**config.mk**
```make
export PLATFORM = sky130hd
export DESIGN_NAME = sclk_divider
export DESIGN_NICKNAME = d
export VERILOG_FILES = /design/src/rtl/sclkdiv_pkg.sv /design/src/rtl/sclkdiv_decode.sv /design/src/rtl/sclkdiv_phase_cnt.sv /design/src/rtl/sclk_divider.sv
export SDC_FILE = /design/constraint.sdc
export NUM_CORES = 1
export LEC_CHECK = 0
export ABC_AREA = 1
export BUFFER_PORTS_ARGS = -buffer_cell sky130_fd_sc_hd__clkbuf_2
export CORE_MARGIN = 3
export CORE_UTILIZATION = 50
export CTS_CLUSTER_SIZE = 8
export DETAILED_ROUTE_END_ITERATION = 8
export GPL_TIMING_DRIVEN = 0
export PLACE_DENSITY = 0.72
export SETUP_SLACK_MARGIN = 0.2
export SLEW_MARGIN = 20
export SYNTH_ARGS = -nofsm -noshare
export SYNTH_HDL_FRONTEND = slang
export SYNTH_SLANG_ARGS = --single-unit
```
**constraint.sdc**
```tcl
create_clock -name clk -period 2.65 [get_ports clk]
set_input_delay 0.795 -clock clk [delete_from_list [all_inputs] [get_ports clk]]
set_output_delay 0.795 -clock clk [all_outputs]
set_load 0.005 [all_outputs]
```
**src/rtl/sclkdiv_pkg.sv**
```systemverilog
package sclkdiv_pkg;

    localparam int SD_CTRL_W   = 32;
    localparam int SD_LIN_W    = 8;
    localparam int SD_POW_W    = 4;
    localparam int SD_POW_LSB  = 8;
    localparam int SD_MODE_BIT = 12;

    // Width that holds the largest half period of either law.
    function automatic int sd_half_w(input int lin_w, input int pow_w);
        int pw;
        pw = 2 ** pow_w;
        return (lin_w + 1 > pw) ? lin_w + 1 : pw;
    endfunction

    typedef enum logic [1:0] {
        ST_IDLE = 2'd0,
        ST_LOW  = 2'd1,
        ST_HIGH = 2'd2
    } sd_state_t;

endpackage

```
**src/rtl/sclkdiv_decode.sv**
```systemverilog
module sclkdiv_decode #(
    parameter int CTRL_W   = 32,
    parameter int LIN_W    = 8,
    parameter int POW_W    = 4,
    parameter int POW_LSB  = 8,
    parameter int MODE_BIT = 12,
    parameter int HALF_W   = 16
) (
    input  logic [CTRL_W-1:0] ctrl,
    output logic [HALF_W-1:0] half
);

    logic [LIN_W-1:0]  lin_field;
    logic [POW_W-1:0]  pow_field;
    logic [HALF_W-1:0] lin_half;
    logic [HALF_W-1:0] pow_half;
    logic              unused_ctrl_par;

    assign lin_field = ctrl[LIN_W-1:0];
    assign pow_field = ctrl[POW_LSB +: POW_W];

    // Linear law: half period of N+1 cycles.
    assign lin_half = {{(HALF_W-LIN_W){1'b0}}, lin_field} + HALF_W'(1);
    // Power-of-two law: half period of 2^M cycles.
    assign pow_half = HALF_W'(1) << pow_field;

    assign half = ctrl[MODE_BIT] ? lin_half : pow_half;

    // The remaining control bits are deliberately ignored.
    assign unused_ctrl_par = ^ctrl;

endmodule

```
**src/rtl/sclkdiv_phase_cnt.sv**
```systemverilog
module sclkdiv_phase_cnt #(
    parameter int HALF_W = 16
) (
    input  logic              clk,
    input  logic              rst_n,
    input  logic              clr,
    input  logic [HALF_W-1:0] half,
    output logic              term
);

    logic [HALF_W-1:0] cnt;

    assign term = (cnt == half - HALF_W'(1));

    always_ff @(posedge clk or negedge rst_n) begin
        if (!rst_n) begin
            cnt <= '0;
        end else if (clr || term) begin
            cnt <= '0;
        end else begin
            cnt <= cnt + HALF_W'(1);
        end
    end

endmodule

```
**src/rtl/sclk_divider.sv**
```systemverilog
module sclk_divider
    import sclkdiv_pkg::*;
#(
    parameter int CTRL_W   = SD_CTRL_W,
    parameter int LIN_W    = SD_LIN_W,
    parameter int POW_W    = SD_POW_W,
    parameter int POW_LSB  = SD_POW_LSB,
    parameter int MODE_BIT = SD_MODE_BIT
) (
    input  logic              clk,
    input  logic              rst_n,
    input  logic              run,
    input  logic [CTRL_W-1:0] ctrl_word,
    output logic              sclk,
    output logic              rise_stb,
    output logic              fall_stb
);

    localparam int HALF_W = sd_half_w(LIN_W, POW_W);

    sd_state_t         state;
    sd_state_t         state_nx;
    logic [HALF_W-1:0] half_dec;
    logic [HALF_W-1:0] half_q;
    logic              term;
    logic              cnt_clr;
    logic              load_half;

    sclkdiv_decode #(
        .CTRL_W   (CTRL_W),
        .LIN_W    (LIN_W),
        .POW_W    (POW_W),
        .POW_LSB  (POW_LSB),
        .MODE_BIT (MODE_BIT),
        .HALF_W   (HALF_W)
    ) u_decode (
        .ctrl (ctrl_word),
        .half (half_dec)
    );

    assign cnt_clr = (state == ST_IDLE) || !run;

    sclkdiv_phase_cnt #(
        .HALF_W (HALF_W)
    ) u_cnt (
        .clk   (clk),
        .rst_n (rst_n),
        .clr   (cnt_clr),
        .half  (half_q),
        .term  (term)
    );

    // State register.
    always_ff @(posedge clk or negedge rst_n) begin
        if (!rst_n) begin
            state <= ST_IDLE;
        end else begin
            state <= state_nx;
        end
    end

    // Transitions: start, rise, fall, halt.
    always_comb begin
        state_nx = state;
        unique case (state)
            ST_IDLE: state_nx = run ? ST_LOW : ST_IDLE;
            ST_LOW:  state_nx = !run ? ST_IDLE : (term ? ST_HIGH : ST_LOW);
            ST_HIGH: state_nx = !run ? ST_IDLE : (term ? ST_LOW : ST_HIGH);
            default: state_nx = ST_IDLE;
        endcase
    end

    // Half-period length is sampled on start and at each period boundary.
    assign load_half = run && ((state == ST_IDLE) ||
                               (state == ST_HIGH && term));

    always_ff @(posedge clk or negedge rst_n) begin
        if (!rst_n) begin
            half_q <= HALF_W'(1);
        end else if (load_half) begin
            half_q <= half_dec;
        end
    end

    // Registered outputs follow the state transition of the same edge.
    always_ff @(posedge clk or negedge rst_n) begin
        if (!rst_n) begin
            sclk     <= 1'b0;
            rise_stb <= 1'b0;
            fall_stb <= 1'b0;
        end else begin
            sclk     <= (state_nx == ST_HIGH);
            rise_stb <= (state != ST_HIGH) && (state_nx == ST_HIGH);
            fall_stb <= (state == ST_HIGH) && (state_nx != ST_HIGH);
        end
    end

endmodule

```
==> flow_summary.json, run 1 <==
{
  "outcome": "finished, final reports clean",
  "critPathCaptureType": "flip-flop",
  "h-tree-depth": 2,
  "critPathKind": "reg2reg",
  "cp.arrival_ns": 2.53,
  "numCtsBuffers": 5,
  "clk_pin_slew_ns": 0.08,
  "placeableCoreArea_mm2": 0.00482,
  "powerDensity_mw_per_mm2": 487,
  "gp_congestion": 0.824,
  "drive_gt1_share_pct": 15.3,
  "port_buffers": 18,
  "synth_nets": 404,
  "ys_warn_count": 0,
  "final_cell_mix": "98 x nand2_1, 56 x nor2_1, 48 x nand3_1",
  "worstHoldPathCells": 2,
  "ant_nets": 0,
  "viasPerCell": 5.03,
  "cp_slowest_cell": "dfstp_2",
  "report.power.total_uw": 1430,
  "clock_sinks": 37,
  "n_fill_cell": 456,
  "clock_latency_ns": 0.29,
  "syn-cell-area_mm2": 0.00253,
  "root_buffer": "clkbuf_8",
  "post-place-ws_ns": 0.214,
  "instances_no_fill": 465,
  "cp_cell_sequence": "inv_4, ha_4, inv_2, nand2_1, nand2_1, nor2_1, nand3_1, nor2_1, nand3_1, nor2_2, nand3_4, nand2_8, nand2_8, buf_6, nand2_1, nand2_1",
  "max_freq_mhz": 427,
  "die_h_um": 77.2,
  "hold_buffers": 0,
  "r2r_cells": 16,
  "synthesis.instances": 366,
  "io_pins": 38,
  "setup_slack_ns": 0.307,
  "areaGrowthSynthToFinish_pct": 15.9,
  "maxCapViolCount": 0,
  "drc": 0,
  "wl_per_cell_um": 11.5,
  "crit_required_ns": 2.84,
  "rows": 25,
  "max-vdd-ir-drop_uv": 299,
  "max-slew-margin-rel_pct": 39.7,
  "dr.pass1.iters": 4,
  "die_w_um": 77.2,
  "synth_top_area_share_pct": 35.6,
  "cp_top_family": "simple AND/OR/NAND/NOR gates",
  "seqCellArea_um2": 927,
  "finalCritPeriodShare_pct": 88.4,
  "final_common_cell": "nand2_1",
  "drt-initial-drc-count": 124,
  "track_usage_pct": 18.8,
  "grt_max_degree": 38,
  "dpl.cell_count": 451,
  "cp_num_buf_inv": 3,
  "synth.distinct_cells": 31,
  "clock_skew_ns": 0.00657,
  "cp_common_cell": "nand2_1",
  "synth_area_leaders": "dfrtp_1 36%, nand2_1 16%, nand3_1 9.5%",
  "fin_tns_setup_ns": 0,
  "routed_wirelength_um": 5340,
  "rsz0062_at_grt": "true",
  "yosysSeqAreaShare_pct": 36.6,
  "critPathMaxStageDelay_ns": 0.58,
  "dpl.hpwl_um": 4070,
  "slew_violations": 0,
  "fin_nets": 435,
  "multi_input_area_mm2": 0.00146,
  "p_leak_uw": 0.00145,
  "syn_avg_cell_area_um2": 6.92,
  "dieArea_mm2": 0.00595,
  "start_kind": "flip-flop",
  "grt_first_pass_wirelength_um": 9200,
  "grt.overflow.total": 0,
  "antenna_cells": 0,
  "via_count": 2339,
  "synth.ff_latch_count": 37,
  "grt_pass1_vias": 2178,
  "start_util_pct": 52.5,
  "crit_cells": 16,
  "final.min_clock_period_ns": 2.34,
  "cts_buffer_depth": 2,
  "grt_antenna_before_repair": 0,
  "min_path_type": "reg2reg",
  "finalHoldViolCount": 0,
  "netlist.top_cell.by_area": "dfrtp_1",
  "final-setup-viol-count": 0,
  "cts_tree": "built",
  "worst_slew_pin_slew_ns": 0.904,
  "path_max_fanout": 8
}
==> power breakdown <==
part	switching (uW)	internal (uW)
clock network	216	282
logic	192	121
registers	33.5	586
==> cell families after synthesis <==
| group | Yosys count | share of synthesized area [%] |
|---|---|---|
| adder cells (fa/ha/maj) | 3 | 1.48 |
| AND/OR/NAND/NOR | 234 | 40.9 |
| XOR/XNOR | 23 | 7.96 |
| buffers and inverters | 50 | 8.16 |
| AO/OA/AOI/OAI | 19 | 4.84 |
| flip-flops | 37 | 36.6 |
==> repair_timing <==
item,in CTS,in global routing
setup endpoints to repair,0,21
setup buffers,0,5
gates resized for setup,0,19
==> synth_stat cells <==
cell type	count
a21boi_0	1
a21oi_1	3
and2_1	1
buf_1	1
buf_4	1
buf_6	2
clkbuf_1	2
dfrtp_1	36
dfstp_2	1
ha_1	3
inv_1	44
nand2_1	106
nand2_2	2
nand2_4	2
nand3_1	48
nand3_4	1
nand3b_1	3
nand4_1	4
nor2_1	56
nor2_2	4
nor2_4	3
nor3_1	2
nor4_1	1
o211ai_2	1
o21ai_0	5
o21bai_1	1
o22ai_1	6
o32ai_1	2
or2_2	1
xnor2_1	7
xor2_1	16
==> final cells by class <==
class / instances / area share [%]
repair buffers: 24 / 4.73
plain buffers: 6 / 1.54
inverters: 44 / 5.71
clock buffers: 5 / 2.35
flip-flops and latches: 37 / 31.6
clock inverters: 3 / 1.58
well taps: 67 / 2.86
multi-input cells: 279 / 49.6
==> layer usage <==
metal | global-route usage, % | wire length (um) | up-vias
li1 | - | - | 1221
met4 | 7.47 | 110 | 0
met1 | 23.4 | 2470 | 1062
met5 | 0 | 0 | -
met2 | 31.9 | 2600 | 45
met3 | 3.87 | 170 | 11
==> metrics by stage <==
stage | hold WS [ns] | cell area [um^2] | utilization [%]
6_report | 0.510 | 2930 | 60.9
5_1_grt | 0.533 | 2930 | 60.9
4_1_cts | 0.492 | 2820 | 58.5
3_5_place_dp | 0.480 | 2710 | 56.2
3_3_place_gp | 0.474 | 2710 | 56.2
2_1_floorplan | 0.457 | 2530 | -
==> path summary, 6_finish.rpt <==
kind	startpoint	end	slack (ns)
min in group asynchronous	rst_n	u_cnt.cnt[2]	0.62
setup / recovery	half_q[0]	half_q[11]	0.31
max in group asynchronous	rst_n	half_q[6]	1.46
setup reg to reg	half_q[0]	half_q[11]	0.31
hold / removal	half_q[0]	half_q[0]	0.51
hold reg to reg	half_q[0]	half_q[0]	0.51
==> state kept, by name (all words and copies together) (netlist names) <==
register,flops
half_q,16
u_cnt.cnt,16
rise_stb,1
fall_stb,1
state,2
sclk,1
==> worst register-to-register path, cell delays in order, from the launching register on <==
cell and delay (ns):
dfstp_2 0.58, inv_4 0.06, ha_4 0.26, inv_2 0.03
nand2_1 0.04, nand2_1 0.04, nor2_1 0.11, nand3_1 0.10
nor2_1 0.09, nand3_1 0.10, nor2_2 0.19, nand3_4 0.16
nand2_8 0.15, nand2_8 0.08, buf_6 0.15, nand2_1 0.05
nand2_1 0.05
Note: power is estimated with default switching activity, not from simulation.
==> inputs of run 2 (changes only) <==
--- a/config.mk
+++ b/config.mk
@@ -7,12 +7,14 @@
 export LEC_CHECK = 0
 export ABC_AREA = 1
 export BUFFER_PORTS_ARGS = -buffer_cell sky130_fd_sc_hd__clkbuf_2
+export CELL_PAD_IN_SITES_DETAIL_PLACEMENT = 0
+export CELL_PAD_IN_SITES_GLOBAL_PLACEMENT = 2
 export CORE_MARGIN = 3
-export CORE_UTILIZATION = 50
+export CORE_UTILIZATION = 30
 export CTS_CLUSTER_SIZE = 8
 export DETAILED_ROUTE_END_ITERATION = 8
 export GPL_TIMING_DRIVEN = 0
-export PLACE_DENSITY = 0.72
+export PLACE_DENSITY = 0.77
 export SETUP_SLACK_MARGIN = 0.2
 export SLEW_MARGIN = 20
 export SYNTH_ARGS = -nofsm -noshare
==> flow_summary.json, run 2 (same netlist as run 1, synthesis figures left out) <==
{
  "outcome": "finished, final reports clean",
  "p_comb_share_pct": 21.7,
  "powerDensity_mw_per_mm2": 484,
  "start_util_pct": 31.8,
  "p_leak_uw": 0.00145,
  "cp_cell_sequence": "inv_4, ha_4, inv_1, nand2_1, nand2_1, nor2_2, nand3_1, nor2_1, nand3_1, nor2_2, nand3_4, nand2_8, nand2_8, buf_6, nand2_1, nand2_1",
  "maxCapViolCount": 0,
  "grt_max_degree": 38,
  "min_path_type": "reg2reg",
  "critPathMaxStageDelay_ns": 0.57,
  "numCtsBuffers": 5,
  "final-setup-viol-count": 0,
  "worst_slew_pin_slew_ns": 0.850,
  "cp_slowest_cell": "dfstp_2",
  "final_common_cell": "nand2_1",
  "top_regs": "half_q (16), u_cnt.cnt (16), state (2)",
  "port_buffers": 18,
  "internal_power_uw": 989,
  "n_fill_cell": 881,
  "final.min_clock_period_ns": 2.26,
  "rsz0062_at_grt": "false",
  "h-tree-depth": 2,
  "via_count": 2279,
  "hold_end": "half_q[0]",
  "antenna_cells": 0,
  "gp_congestion": 0.869,
  "root_buffer": "clkbuf_8",
  "rrSetupSlack_ns": 0.39,
  "cp.arrival_ns": 2.44,
  "max_freq_mhz": 443,
  "switching_share_pct": 31.4,
  "wl_per_cell_um": 11.9,
  "ant_nets": 0,
  "rows": 32,
  "worstHoldPathCells": 2,
  "fin_nets": 437,
  "die_h_um": 97.9,
  "placeableCoreArea_mm2": 0.00797,
  "critPathKind": "reg2reg",
  "clock_latency_ns": 0.30,
  "routed_wirelength_um": 5960,
  "cts_tree": "built",
  "drt-initial-drc-count": 68,
  "r2r-end": "half_q[6]",
  "clock_skew_ns": 0.0126,
  "p_switching_uw": 452,
  "die_w_um": 97.9,
  "clock_sinks": 37,
  "areaGrowthSynthToFinish_pct": 17.5,
  "path_max_fanout": 8,
  "seq_power_share_pct": 42.9,
  "grt_first_pass_wirelength_um": 10600,
  "grt_pass1_vias": 2258,
  "io_pins": 38,
  "cp_top_family": "simple AND/OR/NAND/NOR gates",
  "drive_gt1_share_pct": 13.8,
  "dieArea_mm2": 0.00958,
  "viasPerCell": 4.54,
  "grt.overflow.total": 0,
  "final_cell_mix": "106 x nand2_1, 55 x nor2_1, 48 x nand3_1",
  "grt_antenna_before_repair": 0,
  "max-slew-margin-rel_pct": 43.4,
  "r2r_cells": 16,
  "report.power.total_uw": 1440,
  "drc": 0,
  "cts_buffer_depth": 2,
  "timing.rr.start": "half_q[0]",
  "crit_required_ns": 2.83,
  "p_clk_share_pct": 35.4,
  "cp_num_buf_inv": 3,
  "finalHoldViolCount": 0,
  "dpl.hpwl_um": 4750,
  "track_usage_pct": 13.3,
  "start_kind": "flip-flop",
  "finalCritPeriodShare_pct": 85.2,
  "dr.pass1.iters": 4,
  "max-vdd-ir-drop_uv": 192,
  "fin_tns_setup_ns": 0,
  "worstHoldStart": "half_q[0]",
  "clk_pin_slew_ns": 0.07,
  "critPathCaptureType": "flip-flop",
  "cp_common_cell": "nand2_1",
  "slew_violations": 0
}
[run 2: cell types whose count changed in the layout (fill, tap and decap cells not counted), sizes merged]
| cell | change |
|---|---|
| buf | +3 |
| clkbuf | -1 |
[run 2: through the flow]
| step | hold slack [ns] | worst slack [ns] | utilization (%) | instance area [um^2] | instances |
|---|---|---|---|---|---|
| final | 0.495 | 0.393 | 37.3 | 2980 | 502 |
| after global routing | 0.518 | 0.199 | 37.3 | 2980 | 502 |
| after CTS | 0.492 | 0.203 | 36.3 | 2890 | 495 |
| after detailed placement | 0.481 | 0.159 | 34.5 | 2750 | 486 |
| after global placement | 0.477 | 0.149 | 34.5 | 2750 | 486 |
| after floorplan | 0.457 | 0.542 | - | 2530 | 366 |
[run 2: power groups by stage]
stage	Sequential (uW)	Combinational (uW)	Clock, uW
final	618	313	510
after global routing	623	371	554
after CTS	617	301	527
after detailed placement	628	298	0
after global placement	628	296	0
after floorplan	620	224	0
[run 2: final cells by class]
cell class / count / area (um^2) / share of cell area, %
buffer: 6 / 45.0 / 1.51
clock buffer: 5 / 68.8 / 2.31
clock inverter: 3 / 46.3 / 1.56
inverter: 44 / 168 / 5.64
multi-input combinational: 279 / 1440 / 48.4
sequential: 37 / 927 / 31.2
tap: 102 / 128 / 4.29
timing repair buffer: 26 / 154 / 5.17
[run 2: worst max path at each step]
stage / from / end / slack (ns) / cells past startpoint
after global placement: half_q[0] / u_cnt.cnt[14] / 0.15 / 14
after detailed placement: half_q[0] / u_cnt.cnt[13] / 0.16 / 14
final: half_q[0] / half_q[6] / 0.39 / 16
after CTS: half_q[0] / u_cnt.cnt[5] / 0.20 / 14
after floorplan: half_q[0] / half_q[5] / 0.54 / 16
after global routing: half_q[0] / half_q[3] / 0.20 / 16
[run 2: per-layer routing]
| metal | part of all wire [%] | up-vias | global-route usage (%) |
|---|---|---|---|
| met5 | 0 | - | 0 |
| met4 | 0.94 | 0 | 3.19 |
| met3 | 2.8 | 7 | 2.43 |
| met2 | 48 | 25 | 22.3 |
| met1 | 49 | 1023 | 17.9 |
| li1 | - | 1224 | - |
[run 2: worst min-delay path: cells and delay by family, from the launching register on]
kind | cells | cell delay [ns]
AND/OR/NAND/NOR | 2 | 0.10
flip-flops | 1 | 0.39
[run 2: timing repair]
action,CTS,global route
hold buffers,0,0
cloned,0,1
endpoints found under the setup margin,14,29
pin swaps,0,6
resized for setup,2,9
buffers inserted,1,6
==> inputs of run 3 (changes only) <==
--- a/config.mk
+++ b/config.mk
@@ -5,7 +5,6 @@
 export SDC_FILE = /design/constraint.sdc
 export NUM_CORES = 1
 export LEC_CHECK = 0
-export ABC_AREA = 1
 export BUFFER_PORTS_ARGS = -buffer_cell sky130_fd_sc_hd__clkbuf_2
 export CELL_PAD_IN_SITES_DETAIL_PLACEMENT = 0
 export CELL_PAD_IN_SITES_GLOBAL_PLACEMENT = 2
@@ -14,7 +13,7 @@
 export CTS_CLUSTER_SIZE = 8
 export DETAILED_ROUTE_END_ITERATION = 8
 export GPL_TIMING_DRIVEN = 0
-export PLACE_DENSITY = 0.77
+export PLACE_DENSITY = 0.72
 export SETUP_SLACK_MARGIN = 0.2
 export SLEW_MARGIN = 20
 export SYNTH_ARGS = -nofsm -noshare
==> flow_summary.json, run 3 <==
{
  "finalCritPeriodShare_pct": 112,
  "grt_antenna_before_repair": 0,
  "synth_area_leaders": "dfrtp_1 34%, nor2_1 6.5%, xnor2_1 6.3%",
  "p_leak_uw": 0.00137,
  "finalHoldViolCount": 0,
  "gp_congestion": 0.759,
  "areaGrowthSynthToFinish_pct": 26.6,
  "maxCapViolCount": 0,
  "rrSetupSlack_ns": -0.32,
  "max-vdd-ir-drop_uv": 196,
  "cts_tree": "built",
  "clk_pin_slew_ns": 0.08,
  "outcome": "finished, violations left",
  "critPathMaxStageDelay_ns": 0.57,
  "synthesis.instances": 311,
  "powerDensity_mw_per_mm2": 454,
  "h-tree-depth": 2,
  "max_freq_mhz": 337,
  "fin_tns_setup_ns": -8.32,
  "wl_per_cell_um": 15.0,
  "cts_buffer_depth": 2,
  "ys_warn_count": 0,
  "rsz0062_at_grt": "true",
  "min_path_type": "reg2reg",
  "dr.pass1.iters": 5,
  "crit_required_ns": 2.83,
  "track_usage_pct": 14.5,
  "viasPerCell": 5.04,
  "synth_nets": 349,
  "grt.overflow.total": 0,
  "utilization_pct": 40.0,
  "drive_gt1_share_pct": 26.8,
  "placeableCoreArea_mm2": 0.00842,
  "ant_nets": 0,
  "syn-cell-area_mm2": 0.00266,
  "async_flop_share_pct": 100,
  "antenna_cells": 0,
  "final_cell_mix": "39 x nor2_1, 33 x dfrtp_1, 30 x nand2_1",
  "synth.distinct_cells": 54,
  "root_buffer": "clkbuf_8",
  "io_pins": 38,
  "dpl.hpwl_um": 4910,
  "top_regs": "half_q (16), u_cnt.cnt (16), state (2)",
  "netlist.top_cell.by_area": "dfrtp_1",
  "clock_latency_ns": 0.29,
  "synth_commonest_cells": "46 x nor2_1, 36 x dfrtp_1, 30 x nand2_1",
  "drc": 0,
  "numCtsBuffers": 5,
  "post-place-ws_ns": -0.719,
  "worst_slew_pin_slew_ns": 0.893,
  "die_h_um": 100,
  "routed_wirelength_um": 6930,
  "violations": "negative setup slack",
  "grt_pass1_vias": 2286,
  "synth_edf_count": 0,
  "clock_sinks": 37,
  "syn_avg_cell_area_um2": 8.55,
  "final.min_clock_period_ns": 2.97,
  "cp_common_cell": "buf_6",
  "cp.arrival_ns": 3.14,
  "via_count": 2332,
  "final-setup-viol-count": 35,
  "die_w_um": 100,
  "drt-initial-drc-count": 77,
  "start_util_pct": 31.6,
  "cp_cell_sequence": "or4_4, buf_6, and4bb_2, a21oi_2, a311o_1, a2111oi_4, buf_6, or3b_4, buf_6, buf_12, buf_8, nor2_1",
  "synth_top_area_share_pct": 33.9,
  "synth.most_common_cell": "nor2_1",
  "grt_first_pass_wirelength_um": 11600,
  "max-slew-margin-rel_pct": 40.5,
  "synth.ff_latch_count": 37,
  "critPathCaptureType": "flip-flop",
  "clock_skew_ns": 0.00884,
  "rows": 33,
  "final_common_cell": "nor2_1",
  "start_kind": "flip-flop",
  "dpl.cell_count": 432,
  "cp_slowest_cell": "or4_4",
  "fin_nets": 395,
  "hold_buffers": 0,
  "yosysSeqAreaShare_pct": 34.9,
  "critPathKind": "reg2reg",
  "instances_no_fill": 463,
  "path_max_fanout": 7,
  "slew_violations": 0,
  "port_buffers": 16,
  "synth_flop_cell": "dfrtp_1",
  "setup_slack_ns": -0.317,
  "grt_max_degree": 38,
  "dieArea_mm2": 0.0100
}
## run 3: logic make-up after synthesis
family	share of synthesized area [%]
buffers and inverters	4.14
muxes	0.377
adders and majority gates	1.41
DFF	34.9
and+or+nand+nor	30.5
AOI/OAI and AO/OA	16.5
xor gates and xnor gates	12.2
## run 3: power breakdown
group          total, uW  switching [uW]  internal, uW
clock                452             216           236
sequential           617            29.8           588
combinational        459             225           234
total               1530             471          1060
## run 3: cell type report
cell class / instances / area, um^2
Buffer: 17 / 101
Clock buffer: 7 / 96.3
Clock inverter: 1 / 5.00
Fill cell: 862 / 5060
Inverter: 6 / 22.5
Multi-Input combinational cell: 251 / 1770
Sequential cell: 37 / 931
Tap cell: 105 / 131
Timing Repair Buffer: 39 / 309
## run 3: critical path: cells and delay by family, from the launching register on
kind | cells | cell delay [ns]
DFF | 1 | 0.41
AOI/OAI and AO/OA | 3 | 0.72
and+or+nand+nor | 4 | 1.06
buffers and inverters | 5 | 0.65
## run 3: worst paths after layout
path                              startpoint      endpoint  cells past startpoint
worst max-delay path               half_q[6]  u_cnt.cnt[0]                     12
worst min-delay path            u_cnt.cnt[0]  u_cnt.cnt[0]                      1
worst max register to register     half_q[6]  u_cnt.cnt[0]                     12
worst min register to register  u_cnt.cnt[0]  u_cnt.cnt[0]                      1
max in group asynchronous              rst_n     half_q[6]                      1
min in group asynchronous              rst_n  u_cnt.cnt[4]                      1
## run 3: repair_timing
item                                    in CTS  in global routing
buffers inserted                            18                  4
endpoints found under the setup margin      37                 37
pin swaps                                    9                  8
resized for setup                           26                 15
gates cloned                                 1                  0
## run 3: per-layer routing
layer	share of wire, %	wire length (um)	GRT usage, %
met1	50	3430	20.4
met2	47	3280	23.4
met3	2.0	137	2.08
met4	1.1	75	3.42
met5	0	0	0
## run 3: through the flow
step	area [um^2]	hold WS [ns]	total power, uW
finish	3370	0.543	1530
global route	3370	0.578	1610
CTS	3290	0.544	1520
detailed placement	2880	0.538	953
global placement	2880	0.531	950
floorplan	2670	0.477	861
